==> config.mk <==
export PLATFORM = sky130hd
export DESIGN_NAME = fdw_data_field_writer
export DESIGN_NICKNAME = d
export VERILOG_FILES = /design/src/rtl/fdw_pkg.sv /design/src/rtl/fdw_phase_seq.sv /design/src/rtl/fdw_crc16.sv /design/src/rtl/fdw_byte_path.sv /design/src/rtl/fdw_data_field_writer.sv
export SDC_FILE = /design/constraint.sdc
export NUM_CORES = 1
export LEC_CHECK = 0
export BUFFER_PORTS_ARGS = -buffer_cell sky130_fd_sc_hd__buf_2
export CAP_MARGIN = 20
export CORE_MARGIN = 2
export CORE_UTILIZATION = 59
export CTS_BUF_LIST = sky130_fd_sc_hd__clkbuf_8
export DETAILED_ROUTE_END_ITERATION = 16
export GPL_ROUTABILITY_DRIVEN = 0
export GPL_TIMING_DRIVEN = 0
export HOLD_SLACK_MARGIN = 0.1
export PLACE_DENSITY = 0.87
export RECOVER_POWER = 100
export SETUP_SLACK_MARGIN = 0.2
export SLEW_MARGIN = 10
export SYNTH_ARGS = -nofsm -noshare
export SYNTH_HDL_FRONTEND = slang
export SYNTH_HIERARCHICAL = 1
export SYNTH_SLANG_ARGS = --single-unit
export TNS_END_PERCENT = 5
==> constraint.sdc <==
create_clock -name clk -period 7.94 [get_ports clk]
set_input_delay 0.794 -clock clk [delete_from_list [all_inputs] [get_ports clk]]
set_output_delay 0.794 -clock clk [all_outputs]
set_load 0.02 [all_outputs]
==> src/rtl/fdw_pkg.sv <==
package fdw_pkg;

    typedef enum logic [2:0] {
        PH_IDLE,
        PH_GAP,
        PH_PRE,
        PH_MARK,
        PH_DATA,
        PH_CRC,
        PH_POST
    } phase_e;

    localparam logic [15:0] CRC_POLY = 16'h1021;
    localparam logic [15:0] CRC_INIT = 16'hFFFF;
    localparam logic [7:0]  MARK_NORMAL = 8'hFB;
    localparam logic [7:0]  MARK_DELETED = 8'hF8;

    // Phase that follows a completed phase.
    function automatic phase_e phase_after(input phase_e ph);
        phase_e nx;
        unique case (ph)
            PH_GAP:  nx = PH_PRE;
            PH_PRE:  nx = PH_MARK;
            PH_MARK: nx = PH_DATA;
            PH_DATA: nx = PH_CRC;
            PH_CRC:  nx = PH_POST;
            default: nx = PH_IDLE;
        endcase
        return nx;
    endfunction

    // Byte-wide CRC update, MSB of the byte first.
    function automatic logic [15:0] crc16_step(input logic [15:0] crc_in, input logic [7:0] b);
        logic [15:0] c;
        c = crc_in;
        for (int i = 7; i >= 0; i--) begin
            if (c[15] ^ b[i]) begin
                c = {c[14:0], 1'b0} ^ CRC_POLY;
            end else begin
                c = {c[14:0], 1'b0};
            end
        end
        return c;
    endfunction

    function automatic int max2(input int a, input int b);
        return (a > b) ? a : b;
    endfunction

endpackage

==> src/rtl/fdw_phase_seq.sv <==
module fdw_phase_seq
    import fdw_pkg::*;
#(
    parameter int GAP_BYTES  = 11,
    parameter int PRE_BYTES  = 6,
    parameter int DATA_BYTES = 128,
    parameter int POST_BYTES = 1,
    parameter int CNT_W      = 8
) (
    input  logic             clk,
    input  logic             rst_n,
    input  logic             start_i,
    input  logic             tick_i,
    output phase_e           phase_o,
    output phase_e           nxt_phase_o,
    output logic [CNT_W-1:0] nxt_cnt_o,
    output logic             adv_o,
    output logic             accept_o,
    output logic             done_o
);

    typedef struct packed {
        phase_e           phase;
        logic [CNT_W-1:0] cnt;
        logic             done;
    } seq_t;

    seq_t s_d, s_q;
    logic [CNT_W-1:0] lim;

    always_comb begin
        s_d         = s_q;
        s_d.done    = 1'b0;
        adv_o       = 1'b0;
        accept_o    = 1'b0;
        nxt_phase_o = s_q.phase;
        nxt_cnt_o   = s_q.cnt;

        unique case (s_q.phase)
            PH_GAP:  lim = CNT_W'(GAP_BYTES - 1);
            PH_PRE:  lim = CNT_W'(PRE_BYTES - 1);
            PH_DATA: lim = CNT_W'(DATA_BYTES - 1);
            PH_CRC:  lim = CNT_W'(1);
            PH_POST: lim = CNT_W'(POST_BYTES - 1);
            default: lim = '0;
        endcase

        if (s_q.phase == PH_IDLE) begin
            if (start_i) begin
                accept_o  = 1'b1;
                s_d.phase = PH_GAP;
                s_d.cnt   = '0;
            end
        end else if (tick_i) begin
            adv_o = 1'b1;
            if (s_q.cnt == lim) begin
                nxt_phase_o = phase_after(s_q.phase);
                nxt_cnt_o   = '0;
            end else begin
                nxt_cnt_o = s_q.cnt + 1'b1;
            end
            s_d.phase = nxt_phase_o;
            s_d.cnt   = nxt_cnt_o;
            if (nxt_phase_o == PH_IDLE) begin
                s_d.done = 1'b1;
            end
        end
    end

    always_ff @(posedge clk or negedge rst_n) begin
        if (!rst_n) begin
            s_q <= '{phase: PH_IDLE, cnt: '0, done: 1'b0};
        end else begin
            s_q <= s_d;
        end
    end

    assign phase_o = s_q.phase;
    assign done_o  = s_q.done;

    // while busy and no tick arrives, nothing moves, even on a start pulse
    a_r8_busy_hold: assert property (@(posedge clk) disable iff (!rst_n)
        (s_q.phase != PH_IDLE && !tick_i) |=> (s_q.phase == $past(s_q.phase) && s_q.cnt == $past(s_q.cnt)));

    // the done pulse only follows the last postamble tick
    a_r6_done_after_post: assert property (@(posedge clk) disable iff (!rst_n)
        s_q.done |-> ($past(s_q.phase) == PH_POST && $past(tick_i)));

endmodule

==> src/rtl/fdw_crc16.sv <==
module fdw_crc16
    import fdw_pkg::*;
(
    input  logic        clk,
    input  logic        rst_n,
    input  logic        clear_i,
    input  logic        en_i,
    input  logic [7:0]  byte_i,
    output logic [15:0] crc_o
);

    logic [15:0] crc_d, crc_q;

    always_comb begin
        crc_d = crc_q;
        if (clear_i) begin
            crc_d = CRC_INIT;
        end else if (en_i) begin
            crc_d = crc16_step(crc_q, byte_i);
        end
    end

    always_ff @(posedge clk or negedge rst_n) begin
        if (!rst_n) begin
            crc_q <= CRC_INIT;
        end else begin
            crc_q <= crc_d;
        end
    end

    assign crc_o = crc_q;

    // the register is preset to all ones at every accepted start
    a_r5_crc_preset: assert property (@(posedge clk) disable iff (!rst_n)
        clear_i |=> (crc_q == 16'hFFFF));

endmodule

==> src/rtl/fdw_byte_path.sv <==
module fdw_byte_path
    import fdw_pkg::*;
(
    input  logic        clk,
    input  logic        rst_n,
    input  logic        accept_i,
    input  logic        delete_i,
    input  logic        adv_i,
    input  phase_e      nxt_phase_i,
    input  logic        crc_hi_i,
    input  logic [7:0]  host_data_i,
    input  logic        host_valid_i,
    input  logic [15:0] crc_i,
    output logic        crc_en_o,
    output logic [7:0]  crc_byte_o,
    output logic        ack_o,
    output logic [7:0]  wr_byte_o,
    output logic        mark_o,
    output logic        underrun_o
);

    typedef struct packed {
        logic [7:0] wbyte;
        logic       mark;
        logic       del;
        logic       under;
    } bp_t;

    bp_t  s_d, s_q;
    logic [7:0] fill;

    always_comb begin
        s_d = s_q;

        unique case (nxt_phase_i)
            PH_MARK: fill = s_q.del ? MARK_DELETED : MARK_NORMAL;
            PH_DATA: fill = host_valid_i ? host_data_i : 8'h00;
            PH_CRC:  fill = crc_hi_i ? crc_i[15:8] : crc_i[7:0];
            default: fill = 8'h00;
        endcase

        crc_en_o   = adv_i && (nxt_phase_i == PH_MARK || nxt_phase_i == PH_DATA);
        crc_byte_o = fill;
        ack_o      = adv_i && (nxt_phase_i == PH_DATA) && host_valid_i;

        if (accept_i) begin
            s_d.del   = delete_i;
            s_d.under = 1'b0;
        end

        if (adv_i) begin
            s_d.wbyte = fill;
            s_d.mark  = (nxt_phase_i == PH_MARK);
            if (nxt_phase_i == PH_DATA && !host_valid_i) begin
                s_d.under = 1'b1;
            end
        end
    end

    always_ff @(posedge clk or negedge rst_n) begin
        if (!rst_n) begin
            s_q <= '{wbyte: 8'h00, mark: 1'b0, del: 1'b0, under: 1'b0};
        end else begin
            s_q <= s_d;
        end
    end

    assign wr_byte_o  = s_q.wbyte;
    assign mark_o     = s_q.mark;
    assign underrun_o = s_q.under;

    // the mark flag always carries one of the two mark codes
    a_r3_mark_code: assert property (@(posedge clk) disable iff (!rst_n)
        s_q.mark |-> (s_q.wbyte == 8'hFB || s_q.wbyte == 8'hF8));

    // a missing payload byte goes out as zero
    a_r7_zero_fill: assert property (@(posedge clk) disable iff (!rst_n)
        (adv_i && nxt_phase_i == PH_DATA && !host_valid_i) |=> (s_q.wbyte == 8'h00 && s_q.under));

endmodule

==> src/rtl/fdw_data_field_writer.sv <==
module fdw_data_field_writer
    import fdw_pkg::*;
#(
    parameter int GAP_BYTES  = 11,
    parameter int PRE_BYTES  = 6,
    parameter int DATA_BYTES = 128,
    parameter int POST_BYTES = 1
) (
    input  logic       clk,
    input  logic       rst_n,
    input  logic       start_i,
    input  logic       delete_i,
    input  logic       tick_i,
    input  logic [7:0] host_data_i,
    input  logic       host_valid_i,
    output logic       host_ack_o,
    output logic [7:0] wr_byte_o,
    output logic       mark_o,
    output logic       wr_gate_o,
    output logic       done_o,
    output logic       underrun_o
);

    localparam int LONGEST = max2(max2(GAP_BYTES, PRE_BYTES), max2(max2(DATA_BYTES, POST_BYTES), 2));
    localparam int CNT_W   = $clog2(LONGEST + 1);

    phase_e           phase, nxt_phase;
    logic [CNT_W-1:0] nxt_cnt;
    logic             adv, accept;
    logic             crc_en;
    logic [7:0]       crc_byte;
    logic [15:0]      crc;

    fdw_phase_seq #(
        .GAP_BYTES (GAP_BYTES),
        .PRE_BYTES (PRE_BYTES),
        .DATA_BYTES(DATA_BYTES),
        .POST_BYTES(POST_BYTES),
        .CNT_W     (CNT_W)
    ) i_seq (
        .clk        (clk),
        .rst_n      (rst_n),
        .start_i    (start_i),
        .tick_i     (tick_i),
        .phase_o    (phase),
        .nxt_phase_o(nxt_phase),
        .nxt_cnt_o  (nxt_cnt),
        .adv_o      (adv),
        .accept_o   (accept),
        .done_o     (done_o)
    );

    fdw_crc16 i_crc (
        .clk    (clk),
        .rst_n  (rst_n),
        .clear_i(accept),
        .en_i   (crc_en),
        .byte_i (crc_byte),
        .crc_o  (crc)
    );

    fdw_byte_path i_bytes (
        .clk         (clk),
        .rst_n       (rst_n),
        .accept_i    (accept),
        .delete_i    (delete_i),
        .adv_i       (adv),
        .nxt_phase_i (nxt_phase),
        .crc_hi_i    (nxt_cnt == '0),
        .host_data_i (host_data_i),
        .host_valid_i(host_valid_i),
        .crc_i       (crc),
        .crc_en_o    (crc_en),
        .crc_byte_o  (crc_byte),
        .ack_o       (host_ack_o),
        .wr_byte_o   (wr_byte_o),
        .mark_o      (mark_o),
        .underrun_o  (underrun_o)
    );

    assign wr_gate_o = (phase == PH_PRE) || (phase == PH_MARK) || (phase == PH_DATA) ||
                       (phase == PH_CRC) || (phase == PH_POST);

    // the gate opens only on a byte tick
    a_r1_gate_on_tick: assert property (@(posedge clk) disable iff (!rst_n)
        $rose(wr_gate_o) |-> $past(tick_i));

    // the mark flag is only seen inside the gate
    a_r3_mark_in_gate: assert property (@(posedge clk) disable iff (!rst_n)
        mark_o |-> wr_gate_o);

    // acknowledge only with a tick, a ready byte and an open gate
    a_r4_ack_qualified: assert property (@(posedge clk) disable iff (!rst_n)
        host_ack_o |-> (tick_i && host_valid_i && wr_gate_o));

    // done comes with the gate already closed
    a_r6_done_gate_low: assert property (@(posedge clk) disable iff (!rst_n)
        done_o |-> !wr_gate_o);

    // the underrun flag clears only on a start
    a_r7_underrun_clear: assert property (@(posedge clk) disable iff (!rst_n)
        $fell(underrun_o) |-> $past(start_i));

    // the output byte holds between ticks
    a_r10_byte_hold: assert property (@(posedge clk) disable iff (!rst_n)
        !tick_i |=> $stable(wr_byte_o));

endmodule

==> impl_metrics.tcl <==
set metrics [dict create \
    hold_path.class "register to register" \
    max_slew_margin_pct -39.72 \
    synth.area.top_cells "dfrtp_1 (20%), dfstp_2 (15%), xnor3_1 (6.4%)" \
    status "complete, but fails checks" \
    drv_cap 1 \
    yosysMostFrequentCell "dfrtp_1" \
    synthesis.area_sq_um 2810 \
    worstSkewPairLatency_ns 0.29 \
    drc 0 \
    cp-end-kind "register" \
    hold_viol 0 \
    p_int_uw 1019 \
    synthAdderAreaFrac_pct 0.8014 \
    vias 2143 \
    reg2reg_from "i_seq/phase_o[2]" \
    clkTransAtPathRegs_ns 0.08 \
    yosys.cell_types.count 62 \
    p_sw_uw 687.5 \
    drive_gt1_share_pct 24.66 \
    synth-edff-count 0 \
    cpMostUsedCell "mux2_2" \
    drv_slew 40 \
    crit_path_max_incr_delay_ns 0.79 \
    fp.coreArea_sq_um 4661 \
    hold_depth 1 \
    hold_buffers 0 \
    comb_power_share_pct 69.4 \
    netSwitchingFraction_pct 40.29 \
    antenna_cells 0 \
    peakVddDrop_uv 250.0 \
    syn_nets 276 \
    crit_fanout 10 \
    post-cts-setup-buffer-count 0 \
    worst_pin_slew_ns 2.096 \
    grt_pass1_vias 1940 \
    min_to "i_bytes/wr_byte_o[5]" \
    critPathSlowestCell "a211oi_1" \
    power_frac_seq_pct 22.4 \
    period_share_pct 76.88 \
    die_x_um 73.02 \
    grt_max_degree 40 \
    leakage_uw 0.001361 \
    violations "max-capacitance violations, max-slew violations" \
    synth.top_cell.area_share_pct 20.48 \
    start_util_pct 60.30 \
    vias_per_cell 6.123 \
    clock-sinks 39 \
    yosys_warnings 6 \
    dominantRegCellSynth "dfrtp_1" \
    synth_common_cells "dfrtp_1 (23), dfstp_2 (16), mux2_2 (15)" \
    die_y_um 73.02 \
    dr.first_iter.drc_count 144 \
    cp.required_ns 8.15 \
    final_nets 310 \
    grt_overflow 0 \
    reg2reg_to "i_crc/crc_o[8]" \
    setup_viol 0 \
    cts_tree "done" \
    dp_slack_ns 3.062 \
    wirelength_mm 5.699 \
    fin_setup_tns_ns 0 \
    synth_seq_area_share_pct 35.44 \
    p_per_area_nw_per_um2 565.6 \
    synth_top_family_by_area "compound AO/OA/AOI/OAI gates" \
    num_io_pins 27 \
    fmax_ghz 0.1638 \
    hpwl_mm 3.997 \
    rrSetupSlack_ns 1.84 \
    cts_buffer_depth 2 \
    cts_made_buffers 5 \
    avgSynthCellArea_sq_um 10.77 \
    crit_start "i_seq/phase_o[2]" \
    finalWorstSetupSlack_ns 1.835 \
    die_area_sq_um 5331 \
    synth_compound_area_share_pct 18.12 \
    crit_chain "clkbuf_1, nor3b_1, mux2_2, a211oi_1, a21oi_1, mux2_2, or4_1, nor2_1, clkbuf_1, mux2_2, a221o_1, xnor2_1, xnor3_1, o21ai_0" \
    ant_nets 0 \
    root_buffer "clkbuf_8" \
    ys_ff_latch 39 \
    syn_inst 261 \
    setup.worst_path.class "register to register" \
    dr.pass1.iters 4 \
    ys_async_sr_fraction_pct 100.0 \
    area_delta_synth_final_pct 7.346 \
    critPathLaunchType "register" \
    h-tree-depth 2 \
    row_count 25 \
    io_buffers 26 \
    grt_pass1_wl_mm 9.459 \
    min_from "i_bytes/wr_byte_o[5]" \
    power_frac_clock_pct 8.1 \
    cts_resized 0 \
    yosys.area_share.simple_pct 14.60 \
    reg2regPathDepth 14 \
    crit_arrival_ns 6.32 \
    wl_per_cell_um 16.28 \
    grt_usage_pct 23.00 \
    antenna_found_initial 0 \
    rsz0062_at_grt "false" \
    fin_crit_ns 6.105 \
    synth_xor_xnor_area_share_pct 14.47 \
    muxShareOfSynthArea_pct 9.305 \
    skew_ns 0.003927 \
    synth_area_leader_cell "dfrtp_1" \
]
==> registers in the layout, summed over array words and instances (netlist names) <==
| name | count |
|---|---|
| i_bytes/underrun_o | 1 |
| i_crc/crc_o | 16 |
| i_seq/phase_o | 3 |
| i_seq/s_q | 8 |
| i_bytes/mark_o | 1 |
| i_seq/done_o | 1 |
| i_bytes/s_q | 1 |
| i_bytes/wr_byte_o | 8 |
==> how the worst max path moves through the flow <==
stage | slack (ns) | cells past startpoint | end
after global routing | 1.38 | 14 | i_crc/crc_o[12]
final | 1.84 | 14 | i_crc/crc_o[8]
after global placement | 3.11 | 14 | i_crc/crc_o[12]
after detailed placement | 3.06 | 14 | i_crc/crc_o[12]
after floorplan | 3.57 | 14 | i_crc/crc_o[14]
after CTS | 3.03 | 14 | i_crc/crc_o[12]
==> through the flow <==
stage	cells	util (%)	instance area [sq um]	hold WS [ns]	power [uW]
3_5_place_dp	341	64.54	3008	0.4938	1621
3_3_place_gp	341	64.54	3008	0.4855	1581
2_1_floorplan	261	-	2810	0.4728	1419
4_1_cts	349	66.50	3099	0.5209	1767
5_1_grt	350	64.72	3017	0.5331	1827
6_report	350	64.72	3017	0.5000	1706
==> power groups by stage <==
stage | clock, uW | combinational (uW) | sequential [uW]
2_1_floorplan | 0 | 1040 | 375
3_3_place_gp | 0 | 1200 | 384
3_5_place_dp | 0 | 1230 | 389
4_1_cts | 143 | 1240 | 386
5_1_grt | 151 | 1280 | 395
6_report | 139 | 1180 | 383
==> cell type report <==
class	instances	area, sq um
timing repair buffer	27	116.4
sequential	39	996.0
fill	383	1644
clock buffer	6	82.58
tap	54	67.56
inverter	9	33.78
clock inverter	2	8.758
buffer	29	161.4
multi-input combinational	184	1550
==> cells by family (layout without fill, tap and decap cells) <==
family	count (synthesis)	in the layout
AND/OR/NAND/NOR	70	70
AO/OA/AOI/OAI	63	63
flip-flops	39	39
buffers and inverters	38	73
XOR/XNOR	27	27
multiplexers	22	22
adder cells (fa/ha/maj)	2	2
==> cells in the final DEF, fill, tap and decap left out, drive strengths merged, types with 2 or more instances in the layout <==
cell and instances:
nand2 11, xnor2 11, or3 2, buf 29, and3b 2, inv 10, nor2b 12, xnor3 8
dfrtp 23, clkbuf 33, a22o 6, nor3 6, o21ai 6, o21a 2, a221o 11, nand4 3
and2 3, a211o 9, nand3 4, nor3b 2, xor2 7, nor2 13, mux2 21, or4 3
and4bb 2, and3 2, dfstp 16, a31oi 4, a21oi 15
==> worst max-delay path, delay by kind of cell (launching register included) <==
kind	cells	cell delay, ns
xor gates and xnor gates	2	0.96
DFF	1	0.44
AOI/OAI and AO/OA	4	1.75
muxes	3	1.13
buffers and inverters	2	0.80
and+or+nand+nor	3	0.96
==> layer usage <==
metal | global-route usage (%) | share of wire (%) | vias to the layer above
met5 | 0 | 0 | -
met4 | 6.379 | 1.5 | 0
met3 | 4.144 | 4.8 | 9
met2 | 35.64 | 47 | 63
met1 | 33.13 | 46 | 1052
li1 | - | - | 1019
(Power assumes the default switching activity.)
